===== config.mk =====
export PLATFORM = sky130hd
export DESIGN_NAME = pll_cfg_search
export DESIGN_NICKNAME = d
export VERILOG_FILES = /design/src/rtl/pllsrch_pkg.sv /design/src/rtl/pllsrch_div.sv /design/src/rtl/pllsrch_mul.sv /design/src/rtl/pllsrch_judge.sv /design/src/rtl/pll_cfg_search.sv
export SDC_FILE = /design/constraint.sdc
export NUM_CORES = 2
export LEC_CHECK = 0
export BUFFER_PORTS_ARGS = -buffer_cell sky130_fd_sc_hd__buf_4
export CELL_PAD_IN_SITES_DETAIL_PLACEMENT = 2
export CELL_PAD_IN_SITES_GLOBAL_PLACEMENT = 2
export CORE_UTILIZATION = 42
export DETAILED_ROUTE_END_ITERATION = 8
export GPL_ROUTABILITY_DRIVEN = 1
export PLACE_DENSITY = 0.95
export SLEW_MARGIN = 20
export SYNTH_ARGS = -nofsm -noshare
export SYNTH_HDL_FRONTEND = slang
export SYNTH_SLANG_ARGS = --single-unit

===== constraint.sdc =====
create_clock -name clk -period 114.4 [get_ports clk]
set_input_delay 17.16 -clock clk [delete_from_list [all_inputs] [get_ports clk]]
set_output_delay 17.16 -clock clk [all_outputs]
set_load 0.03 [all_outputs]

===== src/rtl/pllsrch_pkg.sv =====
// Package: shared constants, FSM state type and the mode-word packer for the
// PLL parameter search engine. Assumes field widths fixed by the mode layout.
package pllsrch_pkg;

    localparam int unsigned DIVD_W   = 7;           // holds 1..64
    localparam int unsigned DIVD_TOP = 64;
    localparam int unsigned CODE_W   = 4;
    localparam int unsigned POST_W   = 5;           // holds 1..30
    localparam int unsigned MULB_W   = 11;          // post*divd <= 1920, mult <= 1024
    localparam int unsigned MODE_W   = 25;
    localparam int unsigned PFD_MIN  = 250000;
    localparam int unsigned MULT_MAX = 1024;
    localparam int unsigned VCO_MIN  = 99000000;
    localparam int unsigned VCO_MAX  = 201000000;

    typedef enum logic [3:0] {
        ST_IDLE,
        ST_PFD,
        ST_MULN,
        ST_MDIV,
        ST_MULV,
        ST_VDIV,
        ST_ODIV,
        ST_JUDGE,
        ST_ADV,
        ST_FIN
    } st_e;

    // Pack a winning candidate into the clock-mode word layout.
    function automatic logic [MODE_W-1:0] pack_mode(
        input logic [CODE_W-1:0] code,
        input logic [DIVD_W-1:0] divd,
        input logic [MULB_W-1:0] mult
    );
        return {1'b1,
                6'(divd - 7'd1),
                10'(mult - 11'd1),
                4'(code - 4'd1),
                2'b00,
                2'b11};
    endfunction

endpackage


===== src/rtl/pllsrch_div.sv =====
// Iterative restoring divider: quotient = floor(num / den), STEP bits per cycle.
// Assumes den is nonzero whenever the quotient matters (den = 0 yields all ones).
// The start pulse is accepted only while idle; done is a one-cycle pulse and
// quo/rem hold until the next start.
module pllsrch_div #(
    parameter int unsigned NW   = 48,
    parameter int unsigned DW   = 32,
    parameter int unsigned STEP = 16
) (
    input  logic          clk,
    input  logic          rst_n,
    input  logic          start,
    input  logic [NW-1:0] num,
    input  logic [DW-1:0] den,
    output logic          busy,
    output logic          done,
    output logic [NW-1:0] quo
);
    localparam int unsigned ITER = (NW + STEP - 1) / STEP;
    localparam int unsigned PW   = ITER * STEP;
    localparam int unsigned CW   = $clog2(ITER + 1);

    logic [PW-1:0] work, work_nx;
    logic [DW:0]   rem, rem_nx;
    logic [DW-1:0] den_q;
    logic [NW-1:0] num_q;
    logic [CW-1:0] cnt;

    // One iteration: STEP restoring shift-subtract stages.
    always_comb begin
        rem_nx  = rem;
        work_nx = work;
        for (int i = 0; i < int'(STEP); i++) begin
            rem_nx  = {rem_nx[DW-1:0], work_nx[PW-1]};
            work_nx = {work_nx[PW-2:0], 1'b0};
            if (rem_nx >= {1'b0, den_q}) begin
                rem_nx     = rem_nx - {1'b0, den_q};
                work_nx[0] = 1'b1;
            end
        end
    end

    // Sequencer: load on start, iterate ITER times, pulse done.
    always_ff @(posedge clk) begin
        if (!rst_n) begin
            work  <= '0;
            rem   <= '0;
            den_q <= '0;
            num_q <= '0;
            cnt   <= '0;
            busy  <= 1'b0;
            done  <= 1'b0;
        end else begin
            done <= 1'b0;
            if (!busy && start) begin
                work  <= PW'(num);
                rem   <= '0;
                den_q <= den;
                num_q <= num;
                cnt   <= CW'(ITER);
                busy  <= 1'b1;
            end else if (busy) begin
                work <= work_nx;
                rem  <= rem_nx;
                cnt  <= cnt - CW'(1);
                if (cnt == CW'(1)) begin
                    busy <= 1'b0;
                    done <= 1'b1;
                end
            end
        end
    end

    assign quo = work[NW-1:0];

    AST_DIV_EXACT: assert property (@(posedge clk) disable iff (!rst_n)
        (done && den_q != '0) |->
        (((NW+DW)'(quo) * (NW+DW)'(den_q) + (NW+DW)'(rem) == (NW+DW)'(num_q))
         && (rem < {1'b0, den_q})));

endmodule


===== src/rtl/pllsrch_mul.sv =====
// Iterative shift-add multiplier: prod = a * b, STEP multiplier bits per cycle.
// The start pulse is accepted only while idle; done is a one-cycle pulse and
// prod holds until the next start.
module pllsrch_mul #(
    parameter int unsigned AW   = 32,
    parameter int unsigned BW   = 11,
    parameter int unsigned STEP = 4
) (
    input  logic             clk,
    input  logic             rst_n,
    input  logic             start,
    input  logic [AW-1:0]    a,
    input  logic [BW-1:0]    b,
    output logic             busy,
    output logic             done,
    output logic [AW+BW-1:0] prod
);
    localparam int unsigned ITER = (BW + STEP - 1) / STEP;
    localparam int unsigned PBW  = ITER * STEP;
    localparam int unsigned XW   = AW + PBW;
    localparam int unsigned CW   = $clog2(ITER + 1);

    logic [XW-1:0]  acc, acc_nx, a_sh;
    logic [PBW-1:0] b_sh;
    logic [AW-1:0]  a_q;
    logic [BW-1:0]  b_q;
    logic [CW-1:0]  cnt;

    // One iteration: add the shifted multiplicand for each set multiplier bit.
    always_comb begin
        acc_nx = acc;
        for (int i = 0; i < int'(STEP); i++) begin
            if (b_sh[i]) acc_nx = acc_nx + (a_sh << i);
        end
    end

    // Sequencer: load on start, iterate ITER times, pulse done.
    always_ff @(posedge clk) begin
        if (!rst_n) begin
            acc  <= '0;
            a_sh <= '0;
            b_sh <= '0;
            a_q  <= '0;
            b_q  <= '0;
            cnt  <= '0;
            busy <= 1'b0;
            done <= 1'b0;
        end else begin
            done <= 1'b0;
            if (!busy && start) begin
                acc  <= '0;
                a_sh <= XW'(a);
                b_sh <= PBW'(b);
                a_q  <= a;
                b_q  <= b;
                cnt  <= CW'(ITER);
                busy <= 1'b1;
            end else if (busy) begin
                acc  <= acc_nx;
                a_sh <= a_sh << STEP;
                b_sh <= b_sh >> STEP;
                cnt  <= cnt - CW'(1);
                if (cnt == CW'(1)) begin
                    busy <= 1'b0;
                    done <= 1'b1;
                end
            end
        end
    end

    assign prod = acc[AW+BW-1:0];

    AST_MUL_EXACT: assert property (@(posedge clk) disable iff (!rst_n)
        done |-> (prod == (AW+BW)'(a_q) * (AW+BW)'(b_q)));

endmodule


===== src/rtl/pllsrch_judge.sv =====
// Combinational legality judge for one candidate. Gives the early-prune
// verdicts (phase-detector frequency, multiplier range) and the full
// acceptance against the running best error. Pure logic, no state.
module pllsrch_judge #(
    parameter int unsigned FW = 32,
    parameter int unsigned QW = 48
) (
    input  logic [FW-1:0] xin,
    input  logic [FW-1:0] tgt,
    input  logic [FW-1:0] tol,
    input  logic [FW-1:0] best_err,
    input  logic [QW-1:0] fpfd,
    input  logic [QW-1:0] mult,
    input  logic [QW-1:0] fvco,
    input  logic [QW-1:0] fout,
    output logic          pfd_ok,
    output logic          mult_ok,
    output logic          accept,
    output logic [QW-1:0] err
);
    import pllsrch_pkg::*;

    logic vco_lo_ok, vco_hi_ok;

    // Range bounds on each candidate quantity.
    always_comb begin
        pfd_ok    = (xin != '0) && (fpfd >= QW'(PFD_MIN));
        mult_ok   = (mult != '0) && (mult <= QW'(MULT_MAX));
        vco_lo_ok = fvco >= QW'(VCO_MIN);
        vco_hi_ok = (fvco <= QW'(VCO_MAX)) || (fvco <= (QW'(tgt) + QW'(tol)));
    end

    // Absolute error and final verdict.
    always_comb begin
        err    = (fout >= QW'(tgt)) ? (fout - QW'(tgt)) : (QW'(tgt) - fout);
        accept = pfd_ok && mult_ok && vco_lo_ok && vco_hi_ok && (err <= QW'(best_err));
    end

endmodule


===== src/rtl/pll_cfg_search.sv =====
// PLL parameter search engine, top level. Sweeps 16 post codes (outer) by 64
// reference dividers (inner, descending), evaluates each candidate on the
// shared divider and multiplier, prunes early on range failures, and tracks the
// best legal one. Inputs are latched at start; results appear with done.
module pll_cfg_search #(
    parameter int unsigned FREQ_W   = 32,
    parameter int unsigned QUO_W    = 48,
    parameter int unsigned DIV_STEP = 16,
    parameter int unsigned MUL_STEP = 4
) (
    input  logic                             clk,
    input  logic                             rst_n,
    input  logic                             start,
    input  logic [FREQ_W-1:0]                xin_hz,
    input  logic [FREQ_W-1:0]                target_hz,
    input  logic [FREQ_W-1:0]                tol_hz,
    output logic                             done,
    output logic                             found,
    output logic [pllsrch_pkg::MODE_W-1:0]   mode_word,
    output logic [FREQ_W-1:0]                achieved_hz
);
    import pllsrch_pkg::*;

    localparam int unsigned PW = FREQ_W + MULB_W;

    st_e                  st;
    logic [CODE_W-1:0]    code;
    logic [DIVD_W-1:0]    divd;
    logic [FREQ_W-1:0]    xin_q, tgt_q, tol_q, best_err, best_freq;
    logic [QUO_W-1:0]     fpfd_r, mult_r, fvco_r, fout_r;
    logic [MODE_W-1:0]    best_mode;
    logic                 best_found;

    logic [POST_W-1:0]    post;
    logic [MULB_W-1:0]    pd;
    logic                 div_start, div_busy, div_done;
    logic [QUO_W-1:0]     div_num, div_quo, div_rnd;
    logic [FREQ_W-1:0]    div_den;
    logic                 mul_start, mul_busy, mul_done;
    logic [FREQ_W-1:0]    mul_a;
    logic [MULB_W-1:0]    mul_b;
    logic [PW-1:0]        mul_prod;
    logic                 pfd_ok, mult_ok, accept;
    logic [QUO_W-1:0]     cand_err;

    // Post value from the code, and the combined post*divd scale factor.
    always_comb begin
        post = (code == '0) ? POST_W'(1) : {code, 1'b0};
        pd   = MULB_W'(post) * MULB_W'(divd);
    end

    // Round-to-nearest from the doubled-dividend floor quotient.
    assign div_rnd = QUO_W'(({1'b0, div_quo} + (QUO_W+1)'(1)) >> 1);

    // Operand routing for the shared divider and multiplier.
    always_comb begin
        div_num = '0;
        div_den = '0;
        mul_a   = '0;
        mul_b   = '0;
        unique case (st)
            ST_PFD:  begin div_num = QUO_W'({xin_q, 1'b0});     div_den = FREQ_W'(divd); end
            ST_MDIV: begin div_num = QUO_W'({mul_prod, 1'b0});  div_den = xin_q;         end
            ST_VDIV: begin div_num = QUO_W'({mul_prod, 1'b0});  div_den = FREQ_W'(divd); end
            ST_ODIV: begin div_num = {fvco_r[QUO_W-2:0], 1'b0}; div_den = FREQ_W'(post); end
            ST_MULN: begin mul_a = tgt_q; mul_b = pd;                  end
            ST_MULV: begin mul_a = xin_q; mul_b = mult_r[MULB_W-1:0];  end
            default: ;
        endcase
        div_start = (st == ST_PFD || st == ST_MDIV || st == ST_VDIV || st == ST_ODIV)
                    && !div_busy && !div_done;
        mul_start = ((st == ST_MULN && pfd_ok) || (st == ST_MULV && mult_ok))
                    && !mul_busy && !mul_done;
    end

    pllsrch_div #(.NW(QUO_W), .DW(FREQ_W), .STEP(DIV_STEP)) u_div (
        .clk(clk), .rst_n(rst_n), .start(div_start), .num(div_num), .den(div_den),
        .busy(div_busy), .done(div_done), .quo(div_quo)
    );

    pllsrch_mul #(.AW(FREQ_W), .BW(MULB_W), .STEP(MUL_STEP)) u_mul (
        .clk(clk), .rst_n(rst_n), .start(mul_start), .a(mul_a), .b(mul_b),
        .busy(mul_busy), .done(mul_done), .prod(mul_prod)
    );

    pllsrch_judge #(.FW(FREQ_W), .QW(QUO_W)) u_judge (
        .xin(xin_q), .tgt(tgt_q), .tol(tol_q), .best_err(best_err),
        .fpfd(fpfd_r), .mult(mult_r), .fvco(fvco_r), .fout(fout_r),
        .pfd_ok(pfd_ok), .mult_ok(mult_ok), .accept(accept), .err(cand_err)
    );

    // Search sequencer: candidate stepping, best tracking, result publishing.
    always_ff @(posedge clk) begin
        if (!rst_n) begin
            st          <= ST_IDLE;
            code        <= '0;
            divd        <= DIVD_W'(DIVD_TOP);
            xin_q       <= '0;
            tgt_q       <= '0;
            tol_q       <= '0;
            fpfd_r      <= '0;
            mult_r      <= '0;
            fvco_r      <= '0;
            fout_r      <= '0;
            best_err    <= '0;
            best_freq   <= '0;
            best_mode   <= '0;
            best_found  <= 1'b0;
            done        <= 1'b0;
            found       <= 1'b0;
            mode_word   <= '0;
            achieved_hz <= '0;
        end else begin
            done <= 1'b0;
            unique case (st)
                ST_IDLE: if (start) begin
                    xin_q      <= xin_hz;
                    tgt_q      <= target_hz;
                    tol_q      <= tol_hz;
                    best_err   <= tol_hz;
                    best_freq  <= '0;
                    best_mode  <= '0;
                    best_found <= 1'b0;
                    code       <= '0;
                    divd       <= DIVD_W'(DIVD_TOP);
                    st         <= ST_PFD;
                end
                ST_PFD:  if (div_done) begin fpfd_r <= div_rnd; st <= ST_MULN; end
                ST_MULN: if (!pfd_ok) st <= ST_ADV;
                         else if (mul_done) st <= ST_MDIV;
                ST_MDIV: if (div_done) begin mult_r <= div_rnd; st <= ST_MULV; end
                ST_MULV: if (!mult_ok) st <= ST_ADV;
                         else if (mul_done) st <= ST_VDIV;
                ST_VDIV: if (div_done) begin fvco_r <= div_rnd; st <= ST_ODIV; end
                ST_ODIV: if (div_done) begin fout_r <= div_rnd; st <= ST_JUDGE; end
                ST_JUDGE: begin
                    if (accept) begin
                        best_err   <= FREQ_W'(cand_err);
                        best_freq  <= FREQ_W'(fout_r);
                        best_mode  <= pack_mode(code, divd, mult_r[MULB_W-1:0]);
                        best_found <= 1'b1;
                    end
                    st <= ST_ADV;
                end
                ST_ADV: begin
                    if (divd == DIVD_W'(1)) begin
                        divd <= DIVD_W'(DIVD_TOP);
                        if (code == '1) st <= ST_FIN;
                        else begin code <= code + CODE_W'(1); st <= ST_PFD; end
                    end else begin
                        divd <= divd - DIVD_W'(1);
                        st   <= ST_PFD;
                    end
                end
                ST_FIN: begin
                    done        <= 1'b1;
                    found       <= best_found;
                    mode_word   <= best_mode;
                    achieved_hz <= best_freq;
                    st          <= ST_IDLE;
                end
                default: st <= ST_IDLE;
            endcase
        end
    end

    AST_DONE_PULSE: assert property (@(posedge clk) disable iff (!rst_n)
        done |=> !done);

    AST_DIVD_RANGE: assert property (@(posedge clk) disable iff (!rst_n)
        (divd >= DIVD_W'(1)) && (divd <= DIVD_W'(DIVD_TOP)));

    AST_DIVD_STEP: assert property (@(posedge clk) disable iff (!rst_n)
        (st == ST_ADV && divd != DIVD_W'(1)) |=>
        (divd == $past(divd) - DIVD_W'(1) && code == $past(code)));

    AST_ACCEPT_LEGAL: assert property (@(posedge clk) disable iff (!rst_n)
        (st == ST_JUDGE && accept) |->
        (fpfd_r >= QUO_W'(PFD_MIN) && mult_r <= QUO_W'(MULT_MAX) && mult_r != '0
         && fvco_r >= QUO_W'(VCO_MIN)));

    AST_ERR_NOT_UP: assert property (@(posedge clk) disable iff (!rst_n)
        (st != ST_IDLE && $past(st) != ST_IDLE) |-> (best_err <= $past(best_err)));

    AST_EMPTY_ZERO: assert property (@(posedge clk) disable iff (!rst_n)
        !found |-> (mode_word == '0 && achieved_hz == '0));

    AST_MODE_FIXED: assert property (@(posedge clk) disable iff (!rst_n)
        found |-> (mode_word[24] && mode_word[3:0] == 4'b0011));

    AST_OUT_HOLD: assert property (@(posedge clk) disable iff (!rst_n)
        !done |-> ($stable(mode_word) && $stable(achieved_hz) && $stable(found)));

endmodule


==> results of run 1 <==
## synthesized netlist by cell type (102+ instances only)
| cell | instances | area, um^2 |
|---|---|---|
| inv_1 | 453 | 1700 |
| o21a_1 | 102 | 766 |
| mux2i_1 | 267 | 2670 |
| clkbuf_1 | 339 | 1270 |
| nor2b_1 | 114 | 713 |
| mux2_2 | 401 | 4520 |
| nand4_1 | 156 | 976 |
| o21bai_1 | 104 | 781 |
| xnor2_1 | 461 | 4040 |
| a21oi_1 | 896 | 4480 |
| a21o_1 | 258 | 1940 |
| nor2_1 | 942 | 3540 |
| nand2b_1 | 119 | 744 |
| o21ai_0 | 479 | 2400 |
| ha_1 | 863 | 10800 |
| a211oi_1 | 389 | 2920 |
| xor2_1 | 232 | 2030 |
| nand2_1 | 865 | 3250 |
| nand3_1 | 201 | 1010 |
| dfxtp_1 | 655 | 13100 |
| nor3_1 | 177 | 886 |
## per-layer routing
metal	GRT usage	overflow
met5	0.385	1
met4	0.684	27
met3	0.584	12
met2	0.856	33
met1	0.683	2
## metrics by stage
stage / cell area [um^2] / setup WS, ns / hold slack (ns) / util / cells
3_5_place_dp: 77000 / 42.10 / 0.458 / 0.443 / 11800
4_1_cts: 79700 / 41.45 / 0.477 / 0.458 / 11900
2_1_floorplan: 73400 / 54.42 / 0.431 / - / 9610
3_3_place_gp: 77000 / 48.27 / 0.439 / 0.443 / 11800
## logic make-up after synthesis
group / count (synthesis)
XOR/XNOR: 693
other: 1
multiplexers: 675
AO/OA/AOI/OAI: 2808
flip-flops: 655
AND/OR/NAND/NOR: 3010
adder cells (fa/ha/maj): 900
buffers and inverters: 867
==> out/results.txt, run 1 <==
Register area share after synthesis: 0.179
Syn_area_per_cell: 7.64 um^2
GR Util All Layers: 0.702
H-tree depth: 3
Synth Cell Area: 73400 um^2
XOR/XNOR Fraction of Synth Area: 0.0826
Clk sinks: 655
Placer Congestion: 0.998
First error: [ERROR GRT-0232] Routing congestion too high. Check the congestion heatmap in the GUI.
Number of synthesized flops with an enable pin: 0
Synth Area in Compound Gates: 0.246
Yosys reg bits: 655
Post-cts sizing count: 0
Failing step: 5_1_grt
Post-Synth Adder-Cell Area: 0.157
Clk root buf: clkbuf_16
Initial antenna violation count: 164
Synth Area in Simple Gates: 0.191
Largest net degree at the start of global routing: 129
Chip width: 420 um
Effective utilization at floorplan: 0.423
Die Y: 420 um
Synth async-reset ratio: 0
Largest family of logic cells by synthesized area: compound AO/OA/AOI/OAI gates
Most used DFF post-synth: dfxtp_1
Clock Path Buffers: 3
Netlist cell types: 100
Total gr overflow: 75
Num CTS Buffers: 77
Number of post-CTS setup repair buffers: 0
Number of cell rows: 153
DP HPWL: 306 mm
I/O Buffers: 155
Synth Instances: 9609
Status: aborted with a tool error
Mux cell area share after synthesis: 0.0992
# hold bufs at CTS: 0
Ports: 158
Ys Warns: 0
==> run 2: changes to the inputs <==
Settings changed: CELL_PAD_IN_SITES_DETAIL_PLACEMENT 2 to unset, CELL_PAD_IN_SITES_GLOBAL_PLACEMENT 2 to unset, CORE_UTILIZATION 42 to 40, PLACE_DENSITY 0.95 to unset, PLACE_DENSITY_LB_ADDON set to 0.15.
==> out/results.txt, run 2 <==
Hold Crit Depth: 2
Commonest non-fill, non-tap cell in the layout: nor2_1
Residual DRC: 0
Commonest cells post-synth: nor2_1 (942), a21oi_1 (896), nand2_1 (865)
Final setup viols: 0
F_max: 0.0143 GHz
R2r setup slk: 44.65 ns
Number of synthesized flops with an enable pin: 0
Crit-path max FO: 47
Launching point of the worst reg2reg path: u_div.den_q[10]$_SDFFE_PN0P_
Slew @ Worst Pin: 1.22 ns
Chip width: 430 um
Hold_sp: achieved_hz[17]$_SDFFE_PN0P_
Placer Congestion: 0.978
1st-pass router iterations: 8
Final Hold Vio Count: 0
# fillers: 18500
Maximum Capacitance Violations: 0
CP delay by family, top: compound AO/OA/AOI/OAI gates
Syn_area_per_cell: 7.64 um^2
DIE AREA: 185000 um^2
Clock Path Buffers: 3
Fin crit period: 69.75 ns
Synth area leader: dfxtp_1
Synth top area cells: dfxtp_1 (18%), ha_1 (15%), mux2_2 (6.1%)
Core area: 182000 um^2
Period utilization: 0.610
R2R cell count: 273
Top-area cell type share of the netlist area: 0.179
Initial antenna violation count: 12
Max-slew violation count: 0
Antenna-violating nets left: 0
GR Util All Layers: 0.317
I/O Buffers: 155
P&R area growth vs syn: 8.71%
Critical path class: reg -> reg
Max_slew headroom: 0.181
Via count: 72500
Post-cts sizing count: 0
Setup TNS Final: 0 ns
Ports: 158
Number of cell rows: 156
HP Class: reg -> reg
Worst-skew pair later-pin latency: 0.72 ns
Crit end category: flop
Startpoint Class: flop
Most used cell along the critical path: o21ai_0
Most frequent cells in the layout: nor2_1 (939), a21oi_1 (888), nand2_1 (864)
Most frequent cell after synthesis: nor2_1
# hold bufs at CTS: 0
Number of post-CTS setup repair buffers: 0
Worst hold endpoint: achieved_hz[17]$_SDFFE_PN0P_
CTS tree: built
Wire per inst: 25.5 um
Most used DFF post-synth: dfxtp_1
Vias in the first global route: 67700
Register area share after synthesis: 0.179
DP HPWL: 237 mm
Critical path's slowest cell: o41ai_1
Vias per cell: 6.05
Share of layout cells above drive strength 1: 0.0990
H-tree depth: 3
Clk sinks: 655
First-pass GRT wire length: 446 mm
R2R Path End: u_div.rem[17]$_SDFFE_PP0P_
Status: finished clean
Yosys reg bits: 655
# nets final: 10500
Max incr delay on CP: 0.96 ns
CTS clock-pin slew for the worst setup and hold paths: 0.06 ns
DRT Wirelength: 306 mm
CP arrival: 70.27 ns
Initial DRC count: 6057
Effective utilization at floorplan: 0.405
Worst path bufs/invs: 18
Synth Cell Area: 73400 um^2
Worst Skew: 0.0360 ns
Die Y: 430 um
Ys Warns: 0
Total gr overflow: 0
Num CTS Buffers: 78
Synth async-reset ratio: 0
Synth Instances: 9609
Worst Path Required: 114.92 ns
Largest net degree at the start of global routing: 107
RSZ-0062 raised after global routing: no
Netlist cell types: 100
Clk root buf: clkbuf_16
## run 2: worst min-delay path, cell delays in order (launching register included)
cell and delay, ns:
dfxtp_1 0.31, nand2_1 0.05, a21oi_1 0.05
## run 2: worst max path at each step
stage | from | to | slack, ns | cells after the start
floorplan | u_div.den_q[1]$_SDFFE_PN0P_ | u_div.rem[10]$_SDFFE_PP0P_ | 54.42 | 288
global placement | u_div.den_q[10]$_SDFFE_PN0P_ | u_div.rem[1]$_SDFFE_PP0P_ | 47.08 | 274
detailed placement | u_div.den_q[10]$_SDFFE_PN0P_ | u_div.rem[21]$_SDFFE_PP0P_ | 46.02 | 274
CTS | u_div.den_q[10]$_SDFFE_PN0P_ | u_div.rem[18]$_SDFFE_PP0P_ | 45.60 | 274
global route | u_div.den_q[10]$_SDFFE_PN0P_ | u_div.rem[21]$_SDFFE_PP0P_ | 39.02 | 276
finish | u_div.den_q[10]$_SDFFE_PN0P_ | u_div.rem[17]$_SDFFE_PP0P_ | 44.65 | 273
## run 2: routing by layer
metal  track usage  wire length [um]  up-vias
met2         0.523            140000     2416
met5             0                27        -
met4         0.196             20900        4
met1         0.394            128000    34500
li1              -                 -    34900
met3        0.0376             17100      616
## run 2: area by class of cell
cell class                 instances  area [um^2]  area share
sequential                       655        13100       0.164
multi-input combinational       8088        57200       0.717
inverter                         456         1720      0.0215
tap                             2370         2970      0.0371
clock buffer                     111         2300      0.0288
timing repair buffer             270         2030      0.0254
clock inverter                    30          469     0.00588
antenna                           10         25.0    0.000313
## run 2: kinds of logic after synthesis
group | count (synthesis) | share of synthesized area
buf+inv | 867 | 0.0456
flops | 655 | 0.179
xor+xnor | 693 | 0.0826
fa+ha+maj | 900 | 0.157
mux | 675 | 0.0992
other cells | 1 | 0.0000511
compound gates | 2808 | 0.246
simple gates | 3010 | 0.191
## run 2: per-stage QoR
step,instance area [um^2],cells,util,hold slack (ns),worst slack (ns)
floorplan,73400,9610,-,0.431,54.42
global placement,77000,11800,0.424,0.441,47.08
detailed placement,77000,11800,0.424,0.447,46.02
CTS,79800,12000,0.440,0.454,45.60
global route,79800,12000,0.440,0.474,39.02
finish,79800,12000,0.440,0.453,44.65
Power of run 2 is left out: the tool's default activity adds up to more than one toggle a clock period on the data nets, which glitch-free logic cannot reach.
